## src/rtl/vreg_pkg.sv

```systemverilog
package vreg_pkg;
  parameter int ADDR_W  = 5;
  parameter int DATA_W  = 10;
  parameter int FRAME_W = ADDR_W + 1 + DATA_W;
  parameter int CNT_W   = $clog2(FRAME_W) + 1;

  parameter logic [ADDR_W-1:0] A_RESULT   = 5'h00;
  parameter logic [ADDR_W-1:0] A_FRESULT  = 5'h01;
  parameter logic [ADDR_W-1:0] A_FLAGS    = 5'h02;
  parameter logic [ADDR_W-1:0] A_CFG_LO   = 5'h03;
  parameter logic [ADDR_W-1:0] A_CFG_HI   = 5'h0A;
  parameter logic [ADDR_W-1:0] A_UNLOCK   = 5'h0C;
  parameter logic [ADDR_W-1:0] SHADOW_OFS = 5'h10;
  parameter logic [ADDR_W-1:0] A_CONFIG   = 5'h09;
  parameter int                EXTREF_BIT = 5;

  parameter int NCFG = int'(A_CFG_HI) - int'(A_CFG_LO) + 1;

  typedef struct packed {
    logic              wrStb;
    logic [ADDR_W-1:0] addr;
    logic [DATA_W-1:0] data;
  } cmd_t;
endpackage

```

## src/rtl/vreg_spi_ctrl.sv

```systemverilog
module vreg_spi_ctrl
  import vreg_pkg::*;
(
  input  logic              clk,
  input  logic              rstN,
  input  logic              sclk,
  input  logic              csN,
  input  logic              mosi,
  output logic              miso,
  input  logic [DATA_W-1:0] rdWord,
  output logic [ADDR_W-1:0] rdAddr,
  output cmd_t              cmd
);
  localparam int SYNC_N = 3;
  localparam logic [CNT_W-1:0] FULL_CNT = CNT_W'(FRAME_W);
  localparam logic [CNT_W-1:0] MAX_CNT  = '1;

  logic [SYNC_N-1:0] sclkSync, csSync;
  logic [1:0]        mosiSync;
  logic              sclkRise, sclkFall, csFall, csRise, csActive;
  logic [CNT_W-1:0]  bitCnt;
  logic [FRAME_W-1:0] rxShift, txShift;
  logic [ADDR_W-1:0] frameAddr;
  logic              frameWr;
  logic [DATA_W-1:0] frameData;

  always_ff @(posedge clk or negedge rstN) begin
    if (!rstN) begin
      sclkSync <= '0;
      csSync   <= '1;
      mosiSync <= '0;
    end else begin
      sclkSync <= {sclkSync[SYNC_N-2:0], sclk};
      csSync   <= {csSync[SYNC_N-2:0], csN};
      mosiSync <= {mosiSync[0], mosi};
    end
  end

  assign sclkRise = sclkSync[1] & ~sclkSync[2];
  assign sclkFall = ~sclkSync[1] & sclkSync[2];
  assign csFall   = ~csSync[1] & csSync[2];
  assign csRise   = csSync[1] & ~csSync[2];
  assign csActive = ~csSync[1];

  assign frameAddr = rxShift[FRAME_W-1 -: ADDR_W];
  assign frameWr   = rxShift[DATA_W];
  assign frameData = rxShift[DATA_W-1:0];

  always_ff @(posedge clk or negedge rstN) begin
    if (!rstN) begin
      bitCnt  <= '0;
      rxShift <= '0;
      txShift <= '0;
      rdAddr  <= '0;
      cmd     <= '0;
    end else begin
      cmd.wrStb <= 1'b0;
      if (csFall) begin
        bitCnt  <= '0;
        rxShift <= '0;
        txShift <= {{(FRAME_W-DATA_W){1'b0}}, rdWord};
      end else if (csRise) begin
        txShift <= '0;
        if (bitCnt == FULL_CNT) begin
          if (frameWr) begin
            cmd.wrStb <= 1'b1;
            cmd.addr  <= frameAddr;
            cmd.data  <= frameData;
          end else begin
            rdAddr <= frameAddr;
          end
        end
      end else if (csActive) begin
        if (sclkRise) begin
          rxShift <= {mosiSync[1], rxShift[FRAME_W-1:1]};
          if (bitCnt != MAX_CNT) bitCnt <= bitCnt + 1'b1;
        end else if (sclkFall) begin
          txShift <= {1'b0, txShift[FRAME_W-1:1]};
        end
      end
    end
  end

  assign miso = txShift[0];

  p_short_frame_r11: assert property (@(posedge clk) disable iff (!rstN)
    (csRise && bitCnt != FULL_CNT) |=> (!cmd.wrStb && $stable(rdAddr)));

  p_miso_edge_r2: assert property (@(posedge clk) disable iff (!rstN)
    (csActive && !sclkFall && !csFall) |=> $stable(miso));

  p_one_strobe_r1: assert property (@(posedge clk) disable iff (!rstN)
    cmd.wrStb |=> !cmd.wrStb);
endmodule

```

## src/rtl/vreg_datapath.sv

```systemverilog
module vreg_datapath
  import vreg_pkg::*;
#(
  parameter logic [DATA_W-1:0] UNLOCK_KEY = 10'h294
) (
  input  logic              clk,
  input  logic              rstN,
  input  cmd_t              cmd,
  input  logic [ADDR_W-1:0] rdAddr,
  input  logic [DATA_W-1:0] sampleIn,
  output logic [DATA_W-1:0] rdWord,
  output logic              extRefSel
);
  localparam int CFG_IDX = int'(A_CONFIG) - int'(A_CFG_LO);

  logic [NCFG-1:0][DATA_W-1:0] liveReg, shadowReg, liveNext, shadowNext;
  logic [NCFG-1:0]             touched, touchedNext;
  logic [NCFG-1:0]             liveWe, shadowWe;
  logic [DATA_W-1:0]           unlockReg;
  logic                        unlocked, faultFlag, faultNext;

  assign unlocked = (unlockReg == UNLOCK_KEY);

  always_comb begin
    for (int i = 0; i < NCFG; i++) begin
      liveWe[i]   = cmd.wrStb && unlocked && (cmd.addr == A_CFG_LO + ADDR_W'(i));
      shadowWe[i] = cmd.wrStb && (cmd.addr == A_CFG_LO + SHADOW_OFS + ADDR_W'(i));
    end
  end

  generate
    for (genvar g = 0; g < NCFG; g++) begin : g_cfg
      assign liveNext[g]    = liveWe[g]   ? cmd.data : liveReg[g];
      assign shadowNext[g]  = shadowWe[g] ? cmd.data : shadowReg[g];
      assign touchedNext[g] = touched[g] | shadowWe[g];

      always_ff @(posedge clk or negedge rstN) begin
        if (!rstN) begin
          liveReg[g]   <= '0;
          shadowReg[g] <= '0;
          touched[g]   <= 1'b0;
        end else begin
          liveReg[g]   <= liveNext[g];
          shadowReg[g] <= shadowNext[g];
          touched[g]   <= touchedNext[g];
        end
      end
    end
  endgenerate

  assign faultNext = !(&touchedNext) || (liveNext != shadowNext);

  always_ff @(posedge clk or negedge rstN) begin
    if (!rstN) begin
      unlockReg <= '0;
      faultFlag <= 1'b1;
    end else if (cmd.wrStb) begin
      faultFlag <= faultNext;
      if (cmd.addr == A_UNLOCK) unlockReg <= cmd.data;
    end
  end

  always_comb begin
    rdWord = '0;
    if (rdAddr == A_RESULT || rdAddr == A_FRESULT) begin
      rdWord = sampleIn;
    end else if (rdAddr == A_FLAGS) begin
      rdWord = {{(DATA_W-1){1'b0}}, faultFlag};
    end else if (rdAddr == A_UNLOCK) begin
      rdWord = unlockReg;
    end else begin
      for (int i = 0; i < NCFG; i++) begin
        if (rdAddr == A_CFG_LO + ADDR_W'(i))              rdWord = liveReg[i];
        if (rdAddr == A_CFG_LO + SHADOW_OFS + ADDR_W'(i)) rdWord = shadowReg[i];
      end
    end
  end

  assign extRefSel = liveReg[CFG_IDX][EXTREF_BIT];

  p_live_locked_r4: assert property (@(posedge clk) disable iff (!rstN)
    (cmd.wrStb && !unlocked) |=> $stable(liveReg));

  p_fault_hold_r7: assert property (@(posedge clk) disable iff (!rstN)
    !cmd.wrStb |=> $stable(faultFlag));

  p_fault_copies_r7: assert property (@(posedge clk) disable iff (!rstN)
    !faultFlag |-> (&touched));

  p_unlock_free_r5: assert property (@(posedge clk) disable iff (!rstN)
    (cmd.wrStb && cmd.addr == A_UNLOCK) |=> (unlockReg == $past(cmd.data)));

  p_shadow_free_r6: assert property (@(posedge clk) disable iff (!rstN)
    (cmd.wrStb && cmd.addr == A_CFG_LO + SHADOW_OFS) |=> (shadowReg[0] == $past(cmd.data)));
endmodule

```

## src/rtl/vreg_spi_bank.sv

```systemverilog
module vreg_spi_bank
  import vreg_pkg::*;
#(
  parameter logic [DATA_W-1:0] UNLOCK_KEY = 10'h294
) (
  input  logic              clk,
  input  logic              rstN,
  input  logic              sclk,
  input  logic              csN,
  input  logic              mosi,
  output logic              miso,
  input  logic [DATA_W-1:0] sampleIn,
  output logic              extRefSel
);
  cmd_t              cmd;
  logic [ADDR_W-1:0] rdAddr;
  logic [DATA_W-1:0] rdWord;

  vreg_spi_ctrl u_ctrl (
    .clk    (clk),
    .rstN   (rstN),
    .sclk   (sclk),
    .csN    (csN),
    .mosi   (mosi),
    .miso   (miso),
    .rdWord (rdWord),
    .rdAddr (rdAddr),
    .cmd    (cmd)
  );

  vreg_datapath #(.UNLOCK_KEY(UNLOCK_KEY)) u_dp (
    .clk       (clk),
    .rstN      (rstN),
    .cmd       (cmd),
    .rdAddr    (rdAddr),
    .sampleIn  (sampleIn),
    .rdWord    (rdWord),
    .extRefSel (extRefSel)
  );
endmodule

```

## config.mk

```make
export PLATFORM = sky130hd
export DESIGN_NAME = vreg_spi_bank
export DESIGN_NICKNAME = d
export VERILOG_FILES = /design/src/rtl/vreg_pkg.sv /design/src/rtl/vreg_spi_ctrl.sv /design/src/rtl/vreg_datapath.sv /design/src/rtl/vreg_spi_bank.sv
export SDC_FILE = /design/constraint.sdc
export NUM_CORES = 1
export LEC_CHECK = 0
export BUFFER_PORTS_ARGS = -buffer_cell sky130_fd_sc_hd__buf_4
export CAP_MARGIN = 20
export CORE_UTILIZATION = 57
export DETAILED_ROUTE_END_ITERATION = 10
export GPL_ROUTABILITY_DRIVEN = 0
export PLACE_DENSITY = 0.76
export SKIP_CTS_REPAIR_TIMING = 1
export SLEW_MARGIN = 10
export SYNTH_ARGS = -nofsm -noshare
export SYNTH_HDL_FRONTEND = slang
export SYNTH_SLANG_ARGS = --single-unit
```

## constraint.sdc

```tcl
create_clock -name clk -period 3.71 [get_ports clk]
set_input_delay 0.371 -clock clk [delete_from_list [all_inputs] [get_ports clk]]
set_output_delay 0.371 -clock clk [all_outputs]
set_load 0.05 [all_outputs]
```

==> results of run 1 <==
==> synth_stat cells (all sizes together) (4+ instances only) <==
library cell	n
or4	5
o22ai	18
a31oi	4
or2	4
a22o	15
a211oi	9
nor3	19
nand3	14
xor2	52
dfstp	4
clkbuf	50
nor2b	11
mux2i	73
nand2	111
nor4	10
buf	14
dfrtp	235
nand2b	12
o2111ai	4
inv	29
a22oi	21
a32oi	8
ha	6
nor4b	4
a21oi	22
nor2	38
mux2	146
xnor2	7
a2111oi	13
o21ai	31
nor4bb	7
nand4	10
==> how the worst min path moves through the flow <==
stage	start	slack, ns	cells after the start	to
final	sampleIn[9]	0.13	3	u_ctrl.txShift[9]
after global routing	sampleIn[9]	0.17	3	u_ctrl.txShift[9]
after CTS	mosi	-0.08	1	u_ctrl.mosiSync[0]
after detailed placement	u_ctrl.mosiSync[0]	0.34	0	u_ctrl.mosiSync[1]
after global placement	u_ctrl.sclkSync[0]	0.33	0	u_ctrl.sclkSync[1]
after floorplan	rstN	0.08	0	u_ctrl.bitCnt[0]
==> critical path, stage by stage, from the launching register on <==
cell       delay [ns]
dfrtp_2          0.45
or4bb_1          0.56
nor4_4           0.34
buf_12           0.18
mux2_2           0.36
a2111o_1         0.38
a2111oi_2        0.23
nand4_1          0.15
or4_1            0.52
o32a_1           0.35
==> cell families (layout without fill, tap and decap cells) <==
family	count (synthesis)	in the layout	synth area share, %
AOI/OAI and AO/OA	160	160	9.42
adders and majority gates	6	6	0.632
buffers and inverters	94	168	3.04
DFF	239	239	50.4
muxes	219	219	20.1
xor gates and xnor gates	59	59	4.35
and+or+nand+nor	272	272	12.1
==> layout by cell type, fill, tap and decap left out, types with 12 or more instances in the layout <==
master / instances
a21oi_1: 22
a22o_1: 15
a22oi_1: 21
buf_4: 81
clkbuf_16: 26
dfrtp_1: 230
inv_1: 29
mux2_2: 139
mux2i_1: 73
nand2_1: 111
nand2b_1: 12
nand3_1: 14
nor2_1: 38
nor3_1: 16
o21ai_0: 30
o22ai_1: 18
xor2_1: 52
==> through the flow <==
stage	area, um2	power (uW)
final	13600	5350
after global routing	13600	5510
after CTS	13500	5360
after detailed placement	12600	2880
after global placement	12600	2870
after floorplan	11900	2780
==> power by group <==
group          switching [uW]  total (uW)  internal [uW]
Sequential               23.7        2670           2640
Clock                    1070        2510           1440
Combinational             112         167           55.6
==> layer usage <==
metal | wire length [um] | vias to the layer above | track usage (%)
li1 | - | 3907 | -
met1 | 14200 | 4514 | 45.2
met2 | 15400 | 434 | 49.0
met3 | 3120 | 97 | 6.81
met4 | 1540 | 0 | 13.5
met5 | 0 | - | 0
==> sequential cells by signal (all words and copies together) (netlist names) <==
register,flops
u_dp.unlockReg,10
u_ctrl.rxShift,16
u_dp.faultFlag,1
u_dp.shadowReg,80
u_dp.liveReg,79
u_dp.extRefSel,1
u_ctrl.mosiSync,2
u_ctrl.bitCnt,5
u_ctrl.sclkSync,3
u_dp.touched,8
u_ctrl.txShift,10
u_ctrl.csSync,3
u_ctrl.cmd,16
u_ctrl.rdAddr,5
==> layout make-up <==
class	count	area (um2)
fillers	1500	6730
flip-flops and latches	239	5990
multi-input cells	716	5620
repair buffers	90	743
clock buffers	36	728
well taps	270	338
inverters	30	113
clock inverters	12	98.8
==> reports/qor.csv, run 1 <==
stage,metric,value,unit
timing,layout_min_cycle_time,3.60,ns
setup_path,timing.critical_path.from,u_ctrl.cmd[12],
floorplanning,die_height,146,um
hold_path,hold_path_class,in2reg,
floorplanning,initial_core_util,58.4,%
floorplanning,num_rows,52,
placed_design,place_ws,0.0258,ns
setup_path,arrival,4.07,ns
logic_synthesis,synth-edff-count,0,
logic_synthesis,synth.area.top_cells,"dfrtp_1 (49%), mux2_2 (13%), mux2i_1 (6.1%), xor2_1 (3.8%), nand2_1 (3.5%)",
logic_synthesis,yosysUniqueCellTypes,63,
clock_tree,root_buffer,clkbuf_16,
setup_path,r2r_end,u_dp.faultFlag,
global_routing,grt_pass1_vias,8968,
placed_design,placed_cells,1332,
setup_path,reg2reg_slack,0.11,ns
timing,fin_worst_skew,0.0272,ns
logic_synthesis,synth-async-reset-ratio,100,%
floorplanning,coreArea,0.0204,mm2
setup_path,crit_fanout,10,
timing,fin_ws,0.111,ns
global_routing,grt_usage,32.3,%
logic_synthesis,syn_area,0.0119,mm2
timing,timing.hold.ws,0.131,ns
logic_synthesis,yosys_warnings,0,
placed_design,io_buffers,16,
global_routing,grt_antenna_before_repair,0,
logic_synthesis,netlist_instances,1049,
power_and_ir_drop,p_leak,0.00675,uW
setup_path,reg2reg_depth,9,
timing,slew_headroom,37.6,%
route,drtPass1Iterations,5,
power_and_ir_drop,vdd_drop_max,255,uV
logic_synthesis,avgSynthCellArea,11.3,um2
finish,drive_above_1_share,27.0,%
clock_tree,h-tree-depth,1,
route,drtAntennaViolNets,0,
placed_design,place_hpwl,23.9,mm
setup_path,crit_end,u_dp.faultFlag,
timing,worstMarginPinSlew,0.928,ns
clock_tree,cts_tree,yes,
route,wl,34.2,mm
setup_path,start_kind,register,
global_routing,grt_start_max_net_pins,114,
route,post_drt_wl_per_cell,24.6,um
finish,synthToLayoutAreaGrowth,14.7,%
logic_synthesis,synth_area_leader_cell,dfrtp_1,
logic_synthesis,synth_top_area_share,49.5,%
route,vias,8952,
setup_path,cp.required,4.18,ns
finish,diodes,0,
timing,setup_viol,0,
timing,clock.fmax,0.278,GHz
setup_path,worstSetupEndpointType,register,
setup_path,critPathKind,reg2reg,
global_routing,grt-ovfl-total,0,
floorplanning,ioPinCount,17,
route,drc,0,
timing,finalHoldViolCount,0,
clock_tree,cts_buffers,26,
logic_synthesis,synth-seq-cells,239,
job,drv_cap,0,
finish,stdcell_count,1393,
clock_tree,clk-insertion-delay-late,0.55,ns
timing,slew_violations,0,
logic_synthesis,synth_nets,1070,
logic_synthesis,yosysSeqAreaShare,50.4,%
clock_tree,path_clk_slew,0.06,ns
timing,min_period_over_period,97.0,%
timing,finalSetupTns,0,ns
clock_tree,clock_sinks,239,
clock_tree,clock_path_buffers,3,
finish,final_nets,1124,
setup_path,r2r-start,u_ctrl.cmd[12],
route,drt-initial-drc-count,907,
route,drt-vias-per-instance,6.43,
status,status,"complete, no violations",
global_routing,grt_pass1_wl,52.6,mm
power_and_ir_drop,powerDensity,392,mW/mm2
floorplanning,die_x,146,um
floorplanning,die_area,0.0214,mm2
finish,final_core_util,67.0,%
timing,grt_setup_unrepaired,no,
logic_synthesis,ys.flop_type,dfrtp_1,
No activity file was read; power rests on OpenSTA's default activity.
==> run 2: changes to the inputs <==
--- a/config.mk
+++ b/config.mk
@@ -7,10 +7,11 @@
 export LEC_CHECK = 0
 export BUFFER_PORTS_ARGS = -buffer_cell sky130_fd_sc_hd__buf_4
 export CAP_MARGIN = 20
-export CORE_UTILIZATION = 57
+export CORE_UTILIZATION = 59
+export CTS_BUF_LIST = sky130_fd_sc_hd__clkbuf_4 sky130_fd_sc_hd__clkbuf_8
 export DETAILED_ROUTE_END_ITERATION = 10
 export GPL_ROUTABILITY_DRIVEN = 0
-export PLACE_DENSITY = 0.76
+export PLACE_DENSITY = 0.78
 export SKIP_CTS_REPAIR_TIMING = 1
 export SLEW_MARGIN = 10
 export SYNTH_ARGS = -nofsm -noshare
==> reports/qor.csv, run 2 (same netlist as run 1, synthesis figures left out) <==
stage,metric,value,unit
status,status,"complete, no violations",
timing,layout_min_cycle_time,3.65,ns
global_routing,grt-ovfl-total,0,
finish,final_common_cell,dfrtp_1,
route,drt-vias-per-instance,6.35,
setup_path,cp_slowest_cell,or4b_4,
setup_path,crit_chain,or4b_4 > nor4_4 > buf_4 > mux2_2 > xor2_1 > or4_1 > or4_1 > o32a_1,
finish,nFillCells,1423,
power_and_ir_drop,powerDensity,395,mW/mm2
setup_path,critical_path.max_stage_delay,0.61,ns
clock_tree,clock_sinks,239,
setup_path,worstSetupEndpointType,register,
setup_path,arrival,4.13,ns
finish,seq_area,0.00599,mm2
finish,largest_register,u_dp.shadowReg,
power_and_ir_drop,comb_power_share,3.1,%
route,drt-initial-drc-count,1101,
timing,min_period_over_period,98.5,%
floorplanning,die_area,0.0207,mm2
power_and_ir_drop,p_switching,1210,uW
finish,final_nets,1134,
floorplanning,die_x,144,um
timing,clock.fmax,0.274,GHz
global_routing,grt_pass1_wl,51.0,mm
finish,multi_input_area,0.00558,mm2
power_and_ir_drop,p_leak,0.00679,uW
floorplanning,num_rows,51,
timing,timing.hold.ws,0.113,ns
route,drtPass1Iterations,8,
route,vias,8959,
clock_tree,cts_tree,yes,
floorplanning,ioPinCount,17,
setup_path,start_kind,register,
power_and_ir_drop,p_clk_share,47.3,%
finish,reg_top3,"u_dp.shadowReg (80), u_dp.liveReg (79)",
timing,slew_headroom,31.2,%
clock_tree,h-tree-depth,2,
power_and_ir_drop,p_int,4160,uW
finish,drive_above_1_share,28.1,%
route,drtAntennaViolNets,0,
global_routing,grt_pass1_vias,8880,
finish,final_core_util,69.5,%
finish,stdcell_count,1410,
route,post_drt_wl_per_cell,23.7,um
route,drc,0,
setup_path,crit_fanout,9,
clock_tree,path_clk_slew,0.06,ns
setup_path,crit_top_cell,or4_1,
job,drv_cap,0,
global_routing,grt_start_max_net_pins,112,
global_routing,grt_usage,33.6,%
power_and_ir_drop,seqPwrFrac,49.6,%
clock_tree,clock_path_buffers,3,
timing,finalHoldViolCount,0,
setup_path,critPathKind,reg2reg,
placed_design,io_buffers,16,
power_and_ir_drop,vdd_drop_max,237,uV
hold_path,hold_path_class,in2reg,
route,wl,33.4,mm
finish,diodes,0,
finish,largest_register_ffs,80,
clock_tree,clk-insertion-delay-late,0.56,ns
timing,slew_violations,0,
floorplanning,die_height,144,um
finish,synthToLayoutAreaGrowth,14.5,%
timing,setup_viol,0,
clock_tree,cts_buffers,41,
setup_path,cp.required,4.19,ns
timing,fin_worst_skew,0.0289,ns
timing,worstMarginPinSlew,1.02,ns
floorplanning,coreArea,0.0196,mm2
placed_design,place_hpwl,23.4,mm
clock_tree,root_buffer,clkbuf_8,
placed_design,placed_cells,1325,
finish,final_cell_mix,"dfrtp_1 (234), mux2_2 (139), nand2_1 (111)",
global_routing,grt_antenna_before_repair,0,
floorplanning,initial_core_util,60.7,%
power_and_ir_drop,power.share.switching,22.5,%
run 2: cell types whose count changed in the layout (fill, tap and decap cells not counted), sizes merged:
cell,previous run,this run
buf,86,81
bufinv,1,0
clkbuf,36,70
clkinv,11,5
run 2: worst max-delay path, delay by kind of cell, from the launching register on:
kind | cells | cell delay, ns
AOI/OAI and AO/OA | 1 | 0.35
xor gates and xnor gates | 1 | 0.16
buffers and inverters | 1 | 0.27
DFF | 1 | 0.43
muxes | 1 | 0.37
and+or+nand+nor | 4 | 2.02
run 2: power by group through the flow:
stage	clock (uW)	sequential [uW]	combinational, uW
2_1_floorplan	0	2720	64.0
3_3_place_gp	0	2710	159
3_5_place_dp	0	2710	165
4_1_cts	2560	2670	165
5_1_grt	2680	2670	188
6_report	2540	2670	166
run 2: layer usage:
| layer | up-vias | global-route usage (%) | wire length [um] |
|---|---|---|---|
| li1 | 3937 | - | - |
| met1 | 4494 | 46.0 | 13900 |
| met2 | 443 | 50.9 | 15000 |
| met3 | 85 | 7.96 | 3230 |
| met4 | 0 | 14.9 | 1340 |
| met5 | - | 0 | 0 |
run 2: layout make-up:
cell class                      instances  share of cell area, %
Clock buffer                           70                   6.34
Clock inverter                          5                  0.230
Inverter                               30                  0.827
Multi-Input combinational cell        716                   41.0
Sequential cell                       239                   44.0
Tap cell                              265                   2.44
Timing Repair Buffer                   85                   5.18
run 2: path summary, 6_finish.rpt:
kind	start	to	slack (ns)	depth (start not counted)
max in group asynchronous	rstN	u_ctrl.cmd[14]	2.28	3
min in group asynchronous	rstN	u_ctrl.txShift[2]	0.48	2
setup reg to reg	u_dp.unlockReg[3]	u_dp.faultFlag	0.06	8
hold / removal	sampleIn[9]	u_ctrl.txShift[9]	0.11	3
hold reg to reg	u_ctrl.mosiSync[0]	u_ctrl.mosiSync[1]	0.35	0
setup / recovery	u_dp.unlockReg[3]	u_dp.faultFlag	0.06	8
run 2: stage by stage:
stage	cell area (um2)	setup TNS [ns]	worst slack, ns	total power [uW]
after detailed placement	12600	0	0.0734	2880
after CTS	13500	0	0.0852	5390
final	13600	0	0.0551	5370
after global placement	12600	0	0.107	2870
after global routing	13600	-0.000555	-0.000555	5540
after floorplan	11900	0	0.104	2780
==> run 3: changes to the inputs <==
--- a/config.mk
+++ b/config.mk
@@ -12,6 +12,7 @@
 export DETAILED_ROUTE_END_ITERATION = 10
 export GPL_ROUTABILITY_DRIVEN = 0
 export PLACE_DENSITY = 0.78
+export RECOVER_POWER = 50
 export SKIP_CTS_REPAIR_TIMING = 1
 export SLEW_MARGIN = 10
 export SYNTH_ARGS = -nofsm -noshare
==> reports/qor.csv, run 3 (same netlist as run 1, synthesis figures left out) <==
stage,metric,value,unit
status,status,finished with violations,
status,violations,"max-capacitance violations, max-slew violations",
global_routing,grt_start_max_net_pins,112,
floorplanning,die_height,144,um
finish,multi_input_area,0.00558,mm2
clock_tree,clock_sinks,239,
power_and_ir_drop,p_leak,0.00677,uW
timing,setup_viol,0,
setup_path,arrival,4.13,ns
finish,synthToLayoutAreaGrowth,14.2,%
finish,drive_above_1_share,26.8,%
timing,clock.fmax,0.274,GHz
timing,fin_ws,0.0604,ns
power_and_ir_drop,totalPowerFinal,5370,uW
route,drc,0,
floorplanning,initial_core_util,60.7,%
timing,finalHoldViolCount,0,
clock_tree,root_buffer,clkbuf_8,
global_routing,grt_usage,33.6,%
clock_tree,path_clk_slew,0.06,ns
route,post_drt_wl_per_cell,23.6,um
placed_design,placed_cell_area,0.0126,mm2
setup_path,start_kind,register,
power_and_ir_drop,vdd_drop_max,241,uV
finish,nFillCells,1431,
power_and_ir_drop,powerDensity,396,mW/mm2
finish,final_cell_mix,"dfrtp_1 (234), mux2_2 (133), nand2_1 (111)",
global_routing,grt_antenna_before_repair,0,
timing,slew_violations,122,
hold_path,hold_path_class,in2reg,
timing,fin_worst_skew,0.0323,ns
setup_path,r2r-start,u_dp.unlockReg[3],
setup_path,worst-path-buf-inv,1,
setup_path,cp.required,4.19,ns
floorplanning,die_x,144,um
route,drt-initial-drc-count,931,
placed_design,place_hpwl,23.4,mm
global_routing,grt-ovfl-total,0,
floorplanning,die_area,0.0207,mm2
hold_path,hold_depth,3,
setup_path,reg2reg_depth,8,
finish,final_common_cell,dfrtp_1,
setup_path,crit_chain,or4b_4 > nor4_4 > buf_4 > mux2_2 > xor2_1 > or4_1 > or4_1 > o32a_1,
timing,slew_headroom,-6.95,%
clock_tree,clock_path_buffers,3,
clock_tree,clk-insertion-delay-late,0.56,ns
timing,timing.hold.ws,0.112,ns
clock_tree,cts_tree,yes,
route,drtAntennaViolNets,0,
floorplanning,num_rows,51,
setup_path,reg2reg_slack,0.06,ns
job,drv_cap,3,
global_routing,grt_pass1_vias,8880,
setup_path,path_delay_family,simple AND/OR/NAND/NOR gates,
finish,seq_area,0.00599,mm2
setup_path,crit_fanout,9,
placed_design,place_ws,0.0734,ns
hold_path,hp-start,sampleIn[9],
finish,diodes,0,
finish,largest_register,u_dp.shadowReg,
finish,final_nets,1134,
route,drtPass1Iterations,6,
floorplanning,ioPinCount,17,
setup_path,r2r_end,u_dp.faultFlag,
timing,worstMarginPinSlew,1.60,ns
setup_path,critPathKind,reg2reg,
setup_path,crit_top_cell,or4_1,
timing,finalSetupTns,0,ns
setup_path,critical_path.max_stage_delay,0.61,ns
clock_tree,cts_buffers,41,
timing,layout_min_cycle_time,3.65,ns
hold_path,hold_path_end,u_ctrl.txShift[9],
setup_path,worstSetupEndpointType,register,
timing,min_period_over_period,98.4,%
placed_design,io_buffers,16,
route,wl,33.3,mm
finish,reg_top3,"u_dp.shadowReg (80), u_dp.liveReg (79)",
route,vias,8919,
clock_tree,h-tree-depth,2,
setup_path,cp_slowest_cell,or4b_4,
global_routing,grt_pass1_wl,51.0,mm
route,drt-vias-per-instance,6.33,
finish,final_cell_area,0.0136,mm2
floorplanning,coreArea,0.0196,mm2
finish,largest_register_ffs,80,
==> run 3: cell count changes in the layout (fill, tap and decap cells not counted), moves of 3 or more <==
cell / before / now
clkbuf_1: 0 / 7
buf_4: 76 / 66
clkbuf_4: 16 / 19
mux2_1: 4 / 10
mux2_2: 139 / 133
==> run 3: worst max-delay path by stage <==
stage                                 start              to  slack [ns]  cells after the start
final                     u_dp.unlockReg[3]  u_dp.faultFlag        0.06                      8
after CTS                 u_dp.unlockReg[3]  u_dp.faultFlag        0.09                      9
after global routing         u_ctrl.cmd[10]  u_dp.faultFlag     -0.0006                     10
after detailed placement  u_dp.unlockReg[3]  u_dp.faultFlag        0.07                      9
after global placement    u_dp.unlockReg[3]  u_dp.faultFlag        0.11                      9
after floorplan           u_dp.unlockReg[3]  u_dp.faultFlag        0.10                      9
==> run 3: worst min-delay path: cells and delay by family <==
kind,cells,cell delay [ns]
buffers and inverters,1,0.08
and+or+nand+nor,1,0.04
AOI/OAI and AO/OA,1,0.13
==> run 3: stage by stage <==
step,instances,utilization (%)
global placement,1325,64.4
floorplan,1049,-
detailed placement,1325,64.4
global route,1410,69.3
finish,1410,69.3
CTS,1400,69.0
==> run 3: layer usage <==
layer	up-vias	GRT usage [%]	wire (um)
met3	101	7.96	3080
met4	0	14.9	1450
met1	4435	46.0	13900
met2	445	50.9	14800
li1	3938	-	-
met5	-	0	0
==> run 3: final cells by class <==
type                       instances  share of cell area (%)
clock buffer                      70                    6.36
clock inverter                     5                   0.231
inverter                          30                   0.830
multi-input combinational        716                    41.1
sequential                       239                    44.1
tap                              265                    2.44
timing repair buffer              85                    4.90
==> run 3: report_power, final <==
part,total [uW],switching [uW],internal [uW],leakage [uW]
combinational,160,112,48.5,0.00300
sequential,2670,22.8,2640,0.00329
clock,2540,1080,1460,0.000478
